**config.mk**
```make
export PLATFORM = sky130hd
export DESIGN_NAME = pwr_slot_seq
export DESIGN_NICKNAME = d
export VERILOG_FILES = /design/src/rtl/pseq_pkg.sv /design/src/rtl/pseq_timer.sv /design/src/rtl/pseq_len.sv /design/src/rtl/pseq_slot_map.sv /design/src/rtl/pwr_slot_seq.sv
export SDC_FILE = /design/constraint.sdc
export NUM_CORES = 1
export LEC_CHECK = 0
export BUFFER_PORTS_ARGS = -buffer_cell sky130_fd_sc_hd__buf_2
export CAP_MARGIN = 30
export CORE_MARGIN = 2
export CORE_UTILIZATION = 55
export CTS_CLUSTER_SIZE = 10
export DETAILED_ROUTE_END_ITERATION = 16
export MAX_ROUTING_LAYER = met4
export PLACE_DENSITY = 0.77
export SYNTH_ARGS = -nofsm -noshare
export SYNTH_HDL_FRONTEND = slang
export SYNTH_SLANG_ARGS = --single-unit
export TNS_END_PERCENT = 50
```
**constraint.sdc**
```tcl
create_clock -name clk -period 12 [get_ports clk]
set_input_delay 1.2 -clock clk [delete_from_list [all_inputs] [get_ports clk]]
set_output_delay 1.2 -clock clk [all_outputs]
set_load 0.05 [all_outputs]
```
**src/rtl/pseq_pkg.sv**
```systemverilog
package pseq_pkg;

    typedef enum logic [2:0] {
        PH_OFF  = 3'd0,
        PH_UP   = 3'd1,
        PH_HOLD = 3'd2,
        PH_ON   = 3'd3,
        PH_DOWN = 3'd4
    } phase_e;

    // slot length in ticks: code * step + step / 2
    function automatic int unsigned slot_ticks(input logic [7:0] code, input logic long_sel,
                                               input int unsigned step_s, input int unsigned step_l);
        int unsigned step;
        step = long_sel ? step_l : step_s;
        return int'(code) * step + step / 2;
    endfunction

    // reset delay: two binary ladders selected by the top code bit
    function automatic int unsigned rst_ticks(input logic [3:0] code,
                                              input int unsigned base_s, input int unsigned base_l);
        return code[3] ? (base_l << code[2:0]) : (base_s << code[2:0]);
    endfunction

endpackage

```
**src/rtl/pseq_timer.sv**
```systemverilog
module pseq_timer #(
    parameter int TMR_W = 18
) (
    input  logic             clk,
    input  logic             rst_n,
    input  logic             tick,
    input  logic             clr,
    input  logic [TMR_W-1:0] limit,
    output logic             done
);
    logic [TMR_W-1:0] cnt_d, cnt_q;
    logic             at_end;

    assign at_end = (cnt_q >= limit - TMR_W'(1));
    assign done   = tick && at_end;

    always_comb begin
        cnt_d = cnt_q;
        if (clr || done) begin
            cnt_d = '0;
        end else if (tick) begin
            cnt_d = cnt_q + TMR_W'(1);
        end
    end

    always_ff @(posedge clk or negedge rst_n) begin
        if (!rst_n) cnt_q <= '0;
        else        cnt_q <= cnt_d;
    end
endmodule

```
**src/rtl/pseq_len.sv**
```systemverilog
module pseq_len
    import pseq_pkg::*;
#(
    parameter int TMR_W      = 18,
    parameter int STEP_S_US  = 250,
    parameter int STEP_L_US  = 1000,
    parameter int RBASE_S_US = 100,
    parameter int RBASE_L_US = 1000
) (
    input  logic [7:0]       slot_code,
    input  logic             step_long,
    input  logic [3:0]       rst_dly_code,
    output logic [TMR_W-1:0] slot_len,
    output logic [TMR_W-1:0] rst_len
);
    always_comb begin
        slot_len = TMR_W'(slot_ticks(slot_code, step_long, STEP_S_US, STEP_L_US));
        rst_len  = TMR_W'(rst_ticks(rst_dly_code, RBASE_S_US, RBASE_L_US));
    end
endmodule

```
**src/rtl/pseq_slot_map.sv**
```systemverilog
module pseq_slot_map #(
    parameter int N_OUT  = 13,
    parameter int SLOT_W = 4
) (
    input  logic [SLOT_W-1:0]       cur_slot,
    input  logic [N_OUT*SLOT_W-1:0] up_cfg,
    input  logic [N_OUT*SLOT_W-1:0] dn_cfg,
    output logic [N_OUT-1:0]        up_hit,
    output logic [N_OUT-1:0]        dn_hit,
    output logic [SLOT_W-1:0]       up_last,
    output logic [SLOT_W-1:0]       dn_last
);
    for (genvar i = 0; i < N_OUT; i++) begin : g_out
        logic [SLOT_W-1:0] u, d;
        assign u = up_cfg[i*SLOT_W +: SLOT_W];
        assign d = dn_cfg[i*SLOT_W +: SLOT_W];
        assign up_hit[i] = (u != '0) && (u == cur_slot);
        assign dn_hit[i] = (d != '0) && (d == cur_slot);
    end

    // highest used slot, never below 1
    always_comb begin
        up_last = SLOT_W'(1);
        dn_last = SLOT_W'(1);
        for (int i = 0; i < N_OUT; i++) begin
            if (up_cfg[i*SLOT_W +: SLOT_W] > up_last) up_last = up_cfg[i*SLOT_W +: SLOT_W];
            if (dn_cfg[i*SLOT_W +: SLOT_W] > dn_last) dn_last = dn_cfg[i*SLOT_W +: SLOT_W];
        end
    end
endmodule

```
**src/rtl/pwr_slot_seq.sv**
```systemverilog
module pwr_slot_seq
    import pseq_pkg::*;
#(
    parameter int N_EN       = 12,
    parameter int SLOT_W     = 4,
    parameter int TMR_W      = 18,
    parameter int STEP_S_US  = 250,
    parameter int STEP_L_US  = 1000,
    parameter int RBASE_S_US = 100,
    parameter int RBASE_L_US = 1000
) (
    input  logic                   clk,
    input  logic                   rst_n,
    input  logic                   tick_us,
    input  logic                   act_req,
    input  logic                   failsafe,
    input  logic [N_EN*SLOT_W-1:0] up_slot,
    input  logic [N_EN*SLOT_W-1:0] dn_slot,
    input  logic [SLOT_W-1:0]      clk_up_slot,
    input  logic [SLOT_W-1:0]      clk_dn_slot,
    input  logic [7:0]             slot_code,
    input  logic                   step_long,
    input  logic [3:0]             rst_dly_code,
    output logic [N_EN-1:0]        en_out,
    output logic                   clk_en,
    output logic                   rst_out_n,
    output logic                   busy,
    output logic [1:0]             state
);
    localparam int N_OUT = N_EN + 1;

    typedef struct packed {
        phase_e            phase;
        logic [SLOT_W-1:0] slot;
        logic [N_OUT-1:0]  outs;
        logic              rst_n;
    } seq_t;

    seq_t st_d, st_q;

    logic [N_OUT-1:0]  up_hit, dn_hit;
    logic [SLOT_W-1:0] up_last, dn_last;
    logic [TMR_W-1:0]  slot_len, rst_len, tmr_limit;
    logic              tmr_clr, tmr_done;

    pseq_slot_map #(.N_OUT(N_OUT), .SLOT_W(SLOT_W)) u_map (
        .cur_slot (st_q.slot),
        .up_cfg   ({clk_up_slot, up_slot}),
        .dn_cfg   ({clk_dn_slot, dn_slot}),
        .up_hit   (up_hit),
        .dn_hit   (dn_hit),
        .up_last  (up_last),
        .dn_last  (dn_last)
    );

    pseq_len #(
        .TMR_W(TMR_W), .STEP_S_US(STEP_S_US), .STEP_L_US(STEP_L_US),
        .RBASE_S_US(RBASE_S_US), .RBASE_L_US(RBASE_L_US)
    ) u_len (
        .slot_code    (slot_code),
        .step_long    (step_long),
        .rst_dly_code (rst_dly_code),
        .slot_len     (slot_len),
        .rst_len      (rst_len)
    );

    assign tmr_limit = (st_q.phase == PH_HOLD) ? rst_len : slot_len;

    pseq_timer #(.TMR_W(TMR_W)) u_tmr (
        .clk   (clk),
        .rst_n (rst_n),
        .tick  (tick_us),
        .clr   (tmr_clr),
        .limit (tmr_limit),
        .done  (tmr_done)
    );

    always_comb begin
        st_d    = st_q;
        tmr_clr = 1'b0;
        unique case (st_q.phase)
            PH_OFF: begin
                if (act_req) begin
                    st_d.phase = PH_UP;
                    st_d.slot  = SLOT_W'(1);
                    tmr_clr    = 1'b1;
                end
            end
            PH_UP: begin
                if (tmr_done) begin
                    st_d.outs = st_q.outs | up_hit;
                    tmr_clr   = 1'b1;
                    if (!act_req) begin
                        st_d.phase = PH_DOWN;
                        st_d.slot  = SLOT_W'(1);
                    end else if (st_q.slot >= up_last) begin
                        st_d.phase = PH_HOLD;
                        st_d.slot  = '0;
                    end else begin
                        st_d.slot = st_q.slot + SLOT_W'(1);
                    end
                end
            end
            PH_HOLD: begin
                if (!act_req) begin
                    st_d.phase = PH_DOWN;
                    st_d.slot  = SLOT_W'(1);
                    tmr_clr    = 1'b1;
                end else if (tmr_done) begin
                    st_d.phase = PH_ON;
                    st_d.rst_n = 1'b1;
                    tmr_clr    = 1'b1;
                end
            end
            PH_ON: begin
                if (!act_req) begin
                    st_d.phase = PH_DOWN;
                    st_d.slot  = SLOT_W'(1);
                    st_d.rst_n = 1'b0;
                    tmr_clr    = 1'b1;
                end
            end
            PH_DOWN: begin
                if (tmr_done) begin
                    st_d.outs = st_q.outs & ~dn_hit;
                    tmr_clr   = 1'b1;
                    if (act_req) begin
                        st_d.phase = PH_UP;
                        st_d.slot  = SLOT_W'(1);
                    end else if (st_q.slot >= dn_last) begin
                        st_d.phase = PH_OFF;
                        st_d.slot  = '0;
                    end else begin
                        st_d.slot = st_q.slot + SLOT_W'(1);
                    end
                end
            end
            default: begin
                st_d.phase = PH_OFF;
                st_d.slot  = '0;
            end
        endcase

        if (failsafe) begin
            st_d.phase = PH_OFF;
            st_d.slot  = '0;
            st_d.outs  = '0;
            st_d.rst_n = 1'b0;
            tmr_clr    = 1'b1;
        end
    end

    always_ff @(posedge clk or negedge rst_n) begin
        if (!rst_n) begin
            st_q.phase <= PH_OFF;
            st_q.slot  <= '0;
            st_q.outs  <= '0;
            st_q.rst_n <= 1'b0;
        end else begin
            st_q <= st_d;
        end
    end

    assign en_out    = st_q.outs[N_EN-1:0];
    assign clk_en    = st_q.outs[N_EN];
    assign rst_out_n = st_q.rst_n;
    assign busy      = (st_q.phase == PH_UP) || (st_q.phase == PH_DOWN);

    always_comb begin
        unique case (st_q.phase)
            PH_UP, PH_HOLD: state = 2'b01;
            PH_ON:          state = 2'b11;
            PH_DOWN:        state = 2'b10;
            default:        state = 2'b00;
        endcase
    end
endmodule

```
==> results_dict.tcl <==
set metrics [dict create \
    dpl.hpwl_mm 26.3 \
    ios 139 \
    dieArea_um2 21100 \
    cp_common_cell "ha_4" \
    synth_edf_count 0 \
    drt-total-wl_mm 38.0 \
    synth_compound_area_share_pct 25.0 \
    nets 2174 \
    start_util_pct 56.3 \
    placed_area_um2 14100 \
    finalSetupViolations 7 \
    ys_seq_elements 39 \
    synth_xor_area_share_pct 11.6 \
    crit_start "up_slot[1]" \
    synth_top_family_by_area "compound AO/OA/AOI/OAI gates" \
    avgSynthCellArea_um2 7.45 \
    place_congestion 0.980 \
    hp-class "flip-flop to flip-flop" \
    tightest_slew_ns 0.991 \
    multiInputGateArea_um2 10200 \
    fin_area_um2 15500 \
    drive_gt1_share_pct 37.0 \
    fillerInstances 1288 \
    reg2reg_from "st_q[20]" \
    clk_path_buf_depth 2 \
    drtAntennaViolNets 0 \
    dp_slack_ns -6.57 \
    grtUsageTotal_pct 33.4 \
    fin_crit_sh_pct 149 \
    cts_root_buffer "clkbuf_16" \
    cts_tree "built" \
    cts_hold_buf 0 \
    hold_path_startpoint "en_out[9]" \
    drv_cap 0 \
    yosysWarnings 0 \
    antenna_found_initial 3 \
    cts.clk_slew.worst_paths_ns 0.07 \
    viasPerCell 6.09 \
    hold_viol 0 \
    syn_nets 1766 \
    core_um2 19500 \
    ctsHtreeMaxLevel 2 \
    seq_area_um2 981 \
    cpPeakStageDelay_ns 0.55 \
    cp_slowest_cell "or4b_4" \
    die_y_um 145 \
    grt_remaining_overflow 0 \
    fp.dieW_um 145 \
    async_flop_share_pct 100 \
    slew_headroom_pct 34.0 \
    synthesis.area_um2 11000 \
    end_kind "flip-flop" \
    layout_min_cycle_time_ns 17.90 \
    grt_pass1_vias 12500 \
    fin_ws_ns -5.90 \
    cts.sinks 39 \
    cp.required_ns 12.21 \
    grt_pass1_wl_mm 58.5 \
    rows 51 \
    finish.utilization_pct 79.6 \
    hold_ws_ns 0.556 \
    skew_ns 0.0122 \
    ys_seq_area_share_pct 8.87 \
    syn_inst 1477 \
    path_max_fanout 8 \
    timing.fmax_mhz 55.9 \
    violations "setup timing" \
    first_iter_violations 879 \
    synthSimpleGateAreaFrac_pct 19.9 \
    cp-start-kind "input pin" \
    cts_buffers 5 \
    maxSlewViolCount 0 \
    clock_latency_ns 0.29 \
    outcome "finished, violations left" \
    critical_path_arrival_ns 18.12 \
    synthFlopType "dfrtp_1" \
    muxShareOfSynthArea_pct 4.45 \
    syn_to_final_growth_pct 41.2 \
    rsz0062_at_grt "yes" \
    drc_errors 0 \
    crit_type "input pin to flip-flop" \
    grt_max_degree 56 \
    drt-wirelength-per-cell_um 17.6 \
    port_buffers 138 \
    synthAdderAreaFrac_pct 22.5 \
    synth_cell_types 97 \
    drt-pass1-iter-count 7 \
    via_count 13100 \
]
==> critical path: cells and delay by family <==
| family | cells | cell delay (ns) |
|---|---|---|
| AOI/OAI and AO/OA | 38 | 6.54 |
| adders and majority gates | 12 | 2.94 |
| buffers and inverters | 16 | 1.51 |
| muxes | 8 | 2.10 |
| and+or+nand+nor | 26 | 3.79 |
==> timing repair <==
| action | CTS | global route |
|---|---|---|
| pin swaps | 93 | 72 |
| setup endpoints to repair | 7 | 7 |
| endpoints found under the hold margin | 0 | 0 |
| setup buffers | 58 | 21 |
| resized for setup | 97 | 63 |
==> layout make-up <==
class                           count  share of cell area [%]
Multi-Input combinational cell   1231                    65.9
Clock buffer                        5                   0.805
Sequential cell                    39                    6.31
Timing Repair Buffer              474                    21.1
Antenna cell                        4                  0.0644
Inverter                          134                    3.38
Clock inverter                      3                   0.306
Tap cell                          265                    2.13
==> registers in the layout, indices dropped and copies added, names as in the netlist <==
signal and count:
u_tmr.cnt_q 18, en_out 12, st_q 7, clk_en 1, rst_out_n 1
==> through the flow <==
| stage | std cells | TNS, ns |
|---|---|---|
| after floorplan | 1477 | -35.44 |
| after global placement | 2063 | -42.24 |
| after detailed placement | 2064 | -45.14 |
| after CTS | 2130 | -35.80 |
| after global routing | 2154 | -45.99 |
| final | 2155 | -40.34 |
==> layout by cell type, fill, tap and decap left out, types with 7 or more instances in the layout <==
cell type,n
a21o_1,12
a21oi_1,92
a21oi_2,22
a31oi_1,18
and2_1,12
and3_1,9
buf_2,135
buf_4,330
dfrtp_1,35
fa_1,40
ha_1,96
ha_4,27
inv_1,115
inv_2,14
mux2_2,9
mux2_4,10
mux2i_1,17
mux2i_2,8
nand2_1,85
nand2_2,10
nand2b_1,12
nand3_1,44
nand4_1,12
nor2_1,93
nor2_2,11
nor2b_1,15
nor3_1,72
o211ai_1,7
o21a_1,25
o21ai_0,83
o21ai_1,19
o21ai_2,7
o21bai_1,9
or4_1,13
xnor2_1,75
xor2_1,71
==> synth_stat cells (8+ instances only) <==
master	n	area (um2)
o21bai_1	9	67.6
nor2_1	107	402
xor2_1	71	622
mux2_2	18	203
and3_1	10	62.6
dfrtp_1	39	976
xnor2_1	75	657
a21oi_1	117	586
fa_1	40	801
mux2i_1	25	250
inv_1	132	495
a31oi_1	21	131
o21ai_0	107	536
nand3_1	46	230
buf_4	14	105
nand2b_1	14	87.6
nand2_1	96	360
and2_1	14	87.6
nand4_1	12	75.1
a211oi_1	11	82.6
a21o_1	12	90.1
nor3_1	76	380
nor2b_1	18	113
clkbuf_1	46	173
buf_1	9	33.8
o21a_1	26	195
or4_1	14	105
maj3_1	8	80.1
ha_1	127	1590
==> metal layers <==
metal / track usage [%] / routed length, um / part of all wire (%)
met1: 38.6 / 14800 / 39
met2: 59.1 / 18800 / 50
met3: 3.70 / 2620 / 6.9
met4: 13.2 / 1750 / 4.6
met5: - / 0 / 0
==> logic make-up after synthesis <==
family                   count (synthesis)
AND/OR/NAND/NOR                        444
flip-flops                              39
multiplexers                            46
adder cells (fa/ha/maj)                175
AO/OA/AOI/OAI                          420
buffers and inverters                  207
XOR/XNOR                               146
==> path summary, 6_finish.rpt <==
kind,endpoint,slack [ns],cells past startpoint
setup / recovery,st_q[19],-5.90,100
hold / removal,en_out[9],0.56,2
setup reg to reg,en_out[3],5.55,30
hold reg to reg,en_out[9],0.56,2
max in group asynchronous,st_q[15],10.33,1
min in group asynchronous,u_tmr.cnt_q[2],1.04,1
Power is not shown: default switching activity piles up to over one toggle a cycle in this logic, so the estimate is an artifact.
